[src/rtl/isa_filt_pkg.sv]
package isa_filt_pkg;
  localparam int unsigned EXT_BITS = 26;

  function automatic int unsigned ext_pos(input byte letter);
    return int'(letter) - int'("A");
  endfunction

  localparam int unsigned POS_A = 0;
  localparam int unsigned POS_C = 2;
  localparam int unsigned POS_D = 3;
  localparam int unsigned POS_E = 4;
  localparam int unsigned POS_F = 5;
  localparam int unsigned POS_I = 8;

  function automatic logic [EXT_BITS-1:0] supported_set();
    logic [EXT_BITS-1:0] s;
    byte letters [9];
    letters = '{"I", "E", "M", "A", "F", "D", "C", "S", "U"};
    s = '0;
    foreach (letters[k]) s[ext_pos(letters[k])] = 1'b1;
    return s;
  endfunction

  localparam logic [EXT_BITS-1:0] SUPPORTED = supported_set();
endpackage

[src/rtl/isa_write_gate.sv]
module isa_write_gate
  import isa_filt_pkg::*;
#(
  parameter int unsigned XLEN = 32
) (
  input  logic            wr_allow,
  input  logic            wr_stb,
  input  logic [XLEN-1:0] wr_data,
  output logic            accept
);
  logic has_base_i;
  logic has_base_e;

  assign has_base_i = wr_data[POS_I];
  assign has_base_e = wr_data[POS_E];

  always_comb begin
    accept = wr_stb && wr_allow;
    if (!has_base_i && !has_base_e) accept = 1'b0;
    if (has_base_e)                 accept = 1'b0;
  end
endmodule

[src/rtl/isa_ext_legalize.sv]
module isa_ext_legalize
  import isa_filt_pkg::*;
(
  input  logic [EXT_BITS-1:0] raw_ext,
  input  logic [EXT_BITS-1:0] impl_mask,
  input  logic                next_pc_aligned,
  output logic [EXT_BITS-1:0] legal_ext
);
  logic [EXT_BITS-1:0] kept;

  for (genvar b = 0; b < EXT_BITS; b++) begin : g_bit
    if (SUPPORTED[b]) begin : g_sup
      assign kept[b] = raw_ext[b] & impl_mask[b];
    end else begin : g_unsup
      assign kept[b] = 1'b0;
    end
  end

  always_comb begin
    legal_ext = kept;
    if (legal_ext[POS_D] && !legal_ext[POS_F]) legal_ext[POS_D] = 1'b0;
    if (legal_ext[POS_C] && !next_pc_aligned)  legal_ext[POS_C] = 1'b0;
  end
endmodule

[src/rtl/isa_state_reg.sv]
module isa_state_reg #(
  parameter int unsigned      XLEN        = 32,
  parameter logic [XLEN-1:0]  RESET_VALUE = '0
) (
  input  logic            clk,
  input  logic            rst,
  input  logic            accept,
  input  logic [XLEN-1:0] next_value,
  output logic [XLEN-1:0] value_q,
  output logic            changed_q
);
  always_ff @(posedge clk) begin
    if (rst) begin
      value_q   <= RESET_VALUE;
      changed_q <= 1'b0;
    end else begin
      changed_q <= accept && (next_value != value_q);
      if (accept) value_q <= next_value;
    end
  end
endmodule

[src/rtl/isa_feature_filter.sv]
module isa_feature_filter
  import isa_filt_pkg::*;
#(
  parameter int unsigned     XLEN        = 32,
  parameter int unsigned     MXL_W       = 2,
  parameter logic [XLEN-1:0] RESET_VALUE = 32'h4014_112D
) (
  input  logic                clk,
  input  logic                rst,
  input  logic                wr_allow,
  input  logic                wr_stb,
  input  logic [XLEN-1:0]     wr_data,
  input  logic [EXT_BITS-1:0] impl_mask,
  input  logic                next_pc_aligned,
  output logic [XLEN-1:0]     isa_q,
  output logic                isa_changed
);
  localparam int unsigned MID_W = XLEN - MXL_W - EXT_BITS;

  logic                accept;
  logic [EXT_BITS-1:0] legal_ext;
  logic [XLEN-1:0]     next_value;

  isa_write_gate #(.XLEN(XLEN)) u_gate (
    .wr_allow (wr_allow),
    .wr_stb   (wr_stb),
    .wr_data  (wr_data),
    .accept   (accept)
  );

  isa_ext_legalize u_legal (
    .raw_ext         (wr_data[EXT_BITS-1:0]),
    .impl_mask       (impl_mask),
    .next_pc_aligned (next_pc_aligned),
    .legal_ext       (legal_ext)
  );

  assign next_value = {isa_q[XLEN-1 -: MXL_W], {MID_W{1'b0}}, legal_ext};

  isa_state_reg #(.XLEN(XLEN), .RESET_VALUE(RESET_VALUE)) u_reg (
    .clk        (clk),
    .rst        (rst),
    .accept     (accept),
    .next_value (next_value),
    .value_q    (isa_q),
    .changed_q  (isa_changed)
  );
endmodule

[config.mk]
export PLATFORM = sky130hd
export DESIGN_NAME = isa_feature_filter
export DESIGN_NICKNAME = d
export VERILOG_FILES = /design/src/rtl/isa_filt_pkg.sv /design/src/rtl/isa_write_gate.sv /design/src/rtl/isa_ext_legalize.sv /design/src/rtl/isa_state_reg.sv /design/src/rtl/isa_feature_filter.sv
export SDC_FILE = /design/constraint.sdc
export NUM_CORES = 1
export LEC_CHECK = 0
export BUFFER_PORTS_ARGS = -buffer_cell sky130_fd_sc_hd__buf_2
export CORE_ASPECT_RATIO = 1.1
export CORE_MARGIN = 4
export CORE_UTILIZATION = 30
export CTS_CLUSTER_DIAMETER = 40
export DETAILED_ROUTE_END_ITERATION = 10
export MAX_ROUTING_LAYER = met4
export SLEW_MARGIN = 20
export SYNTH_ARGS = -nofsm -noshare
export SYNTH_HDL_FRONTEND = slang
export SYNTH_HIERARCHICAL = 1
export SYNTH_SLANG_ARGS = --single-unit
[constraint.sdc]
create_clock -name clk -period 1.8 [get_ports clk]
set_input_delay 0.09 -clock clk [delete_from_list [all_inputs] [get_ports clk]]
set_output_delay 0.09 -clock clk [all_outputs]
set_load 0.05 [all_outputs]
# After elaboration in Yosys (flattened, before gate mapping)
# Cells that the tools add are included.
# word_totals
regBits,10
latch_bits,0
ram_bits,0
mem_bits_ro,0
in_bits,63
output_inout_bits,33
wordCells,25
n_memories,0
# op_classes
n_addsub,0
n_mul,0
div_mod_pow,0
order_cmp,0
n_eq_ne,1
shifts,0
mux,4
bitwise,9
reduce_logical,9
# op_table
operator,n
1-bit bitwise AND,9
9-bit != test,1
1-bit logical AND,5
1-bit logical NOT,4
1-bit 2-to-1 mux,4

# Longest topological paths before layout
# logic_depth
depth_word,6
depth_mapped,5
ltp_nobuf,5

# Cells and area by module
# The synthesis kept the hierarchy.
# modules_own_cells
mod,instances,cells_per_inst,area_each_um2,seq_area_each_um2
isa_state_reg,1,149,1551.5,660.6
isa_ext_legalize,1,27,191.4,0.0
isa_write_gate,1,1,10.0,0.0
isa_feature_filter,1,1,3.8,0.0

# Worst setup path before layout
# No wires, ideal clock.
# synth_path
path_type,reg2reg
start,"reg, netlist name u_reg/value_q[31]"
end,reg u_reg.changed_q
setup_time_ps,127
t_arrival_ps,1285
required_time_ps,1673
path_slack_ps,388
path_stages_with_launch,5
path_buffers,0
synth_period_minus_slack_ps,1412
path_cell_list,dfxtp_1 xnor2_1 nand4_1 nor4_1 a21oi_1
# synth_lines
item,line_no,rtl
to (signal assigned),isa_state_reg.sv:17,changed_q <= accept && (next_value != value_q);
to (decl),isa_state_reg.sv:10,output logic changed_q

==> run summary <==
Outcome - finished clean
I/O pin total - 96
Synth top area share - 37.6%
Critical path required time - 1.95 ns
Design area - 2110 um^2
CTS root buf - clkbuf_8
Via density - 4.12
Grt ovf - 0
Cts bufs inserted - 5
Final #Nets - 302
CP delay by family, top - simple AND/OR/NAND/NOR gates
Skew final - 0.00306 ns
Peak Freq - 818 MHz
Post-Place Worst Slack - 0.502 ns
Clock Sinks - 33
Final hold viol count - 0
Synthesized cell area - 1760 um^2
Post-synth EDFFs - 0
Static Leak - 0.849 nW
Sum Neg Setup Slack - 0 ns
CTS max path bufs - 2
Post-Route WL - 3320 um
Register clock-pin slew on the reported worst setup and hold paths - 0.06 ns
WS Path Type - reg2reg
Critical path peak fanout - 5
Post-route ant nets - 0
Initial Util - 31.7%
Synth Area per Inst - 9.87 um^2
Fin crit period - 1.22 ns
CP Launch Type - flop
Peak per-stage delay on the critical path - 0.41 ns
Power Density - 723 nW/um^2
Total track usage - 10.1%
Antenna violations before repair - 0
Placement Cell Area - 2030 um^2
Post-CTS Setup Repair Bufs - 0
Max Slew Vio Count - 0
Die area - 7150 um^2
Max transition margin - 58.5%
Core area - 5540 um^2
Routability cong. - 0.710
Worst path arrival time - 1.38 ns
Final setup viols - 0
Worst Path Buf+Inv - 0
FF+latch count, synth - 33
1st-pass router iterations - 4
Ratio of final minimum period to clock period - 67.9%
Critical path, cell by cell - xnor2_1, nand4_1, nor4_1, a21oi_1
Post-DP HPWL - 2410 um
Row count - 28
Htree depth - 2
Worst min path class - in2reg
CP endpoint kind - flop
MaxCap Viol Count - 0
Post-CTS Resized - 0
Ys Warns - 6
Distinct cell type count after synthesis - 22
# hold bufs at CTS - 0
Diode count - 0
Number of global-route vias before repair - 1159
Worst-margin pin slew - 0.622 ns
Count leader, synth - dfxtp_1
Seq/Total Area, Yosys - 37.6%
Final routed DRC violation total - 0
Final Total Pwr - 1.52 mW
Post-synth ARST share - 0%
Port bufs - 55
Commonest cells in the synthesized netlist - 33 x dfxtp_1, 32 x xnor2_1, 23 x mux2i_1, 23 x nor2_1, 17 x buf_4
RSZ-0062 raised after global routing - no
Setup WS post-layout - 0.578 ns
Worst vdd ir - 0.000293 V
Critical-path top delay cell - dfxtp_1
Via count - 1297
Largest area contributor in the netlist - dfxtp_1
Die width - 81.0 um
1st-iter DRT viols - 38
Largest net degree at the start of global routing - 43
Share of cells above drive strength 1 - 26.3%
Top FF cell, synth - dfxtp_1
Mapped Cells - 178
First-pass GRT wire length - 5330 um
Wire per inst - 10.5 um
Clock Latency Late Sink - 0.27 ns
Area grow syn2layout - 19.9%
Dominant cells by area after synthesis - dfxtp_1 38%, xnor2_1 16%, mux2i_1 13%, buf_4 7.3%, nor2_1 4.9%
Height of the die - 88.3 um
TritonCTS clock tree - done
Core Util, Final - 38.1%
## logic make-up (layout without fill, tap and decap cells)
group / after synthesis / in the layout / synth area share [%]
buf+inv: 25 / 64 / 11.8
flops: 33 / 33 / 37.6
mux: 23 / 23 / 13.1
simple gates: 53 / 53 / 16.4
xor+xnor: 32 / 32 / 16.0
compound gates: 10 / 10 / 4.77
other cells: 2 / 25 / 0.428
## worst min-delay path: cells and delay by family
kind / cells / cell delay (ns)
and+or+nand+nor: 1 / 0.14
buffers and inverters: 1 / 0.07
AOI/OAI and AO/OA: 1 / 0.12
## worst paths after layout
path / startpoint / end / slack (ns) / cells after the start
max: u_reg/value_q[31] / u_reg/changed_q / 0.58 / 4
min: impl_mask[12] / u_reg/value_q[12] / 0.18 / 3
max reg2reg: u_reg/value_q[31] / u_reg/changed_q / 0.58 / 4
min reg2reg: u_reg/value_q[24] / u_reg/value_q[24] / 0.54 / 2
## state kept, by name, indices dropped and copies added, names as in the netlist
| register | flops |
|---|---|
| u_reg/value_q | 32 |
| u_reg/changed_q | 1 |
## layout make-up
type                       count  area, um^2
sequential                    33         661
multi-input combinational    143         977
clock buffer                   8        80.1
timing repair buffer          56         295
tap                           75        93.8
fill                         603        3430
## metal layers
metal / vias to the layer above / global-route usage [%] / share of wire (%)
met4: 0 / 3.23 / 1.3
li1: 678 / - / -
met2: 38 / 15.8 / 46
met3: 5 / 3.56 / 6.4
met5: - / - / 0
met1: 576 / 12.0 / 46
## per-stage QoR
| stage | hold WS, ns | instances |
|---|---|---|
| floorplan | 0.332 | 201 |
| global placement | 0.454 | 307 |
| detailed placement | 0.458 | 307 |
| CTS | 0.159 | 315 |
| global route | 0.168 | 315 |
| finish | 0.178 | 315 |
## report_power, final
group	total, mW	switching, mW	leakage (nW)	internal, mW
Clock	0.520	0.246	0.0395	0.274
Sequential	0.764	0.0153	0.268	0.749
Combinational	0.238	0.144	0.542	0.0945
## cells in the final DEF (no fill, tap or decap), drive strengths merged
cell type,Yosys,layout
nand2b,1,1
and3,1,1
conb,2,25
and4b,1,1
mux2i,23,23
nor2,23,23
and4,1,1
buf,21,56
nand4,8,8
a211o,9,9
xnor2,32,32
a21oi,1,1
and2b,5,5
and2,7,7
dfxtp,33,33
nor4,2,2
nor2b,4,4
clkbuf,4,8
(Power assumes the default switching activity.)
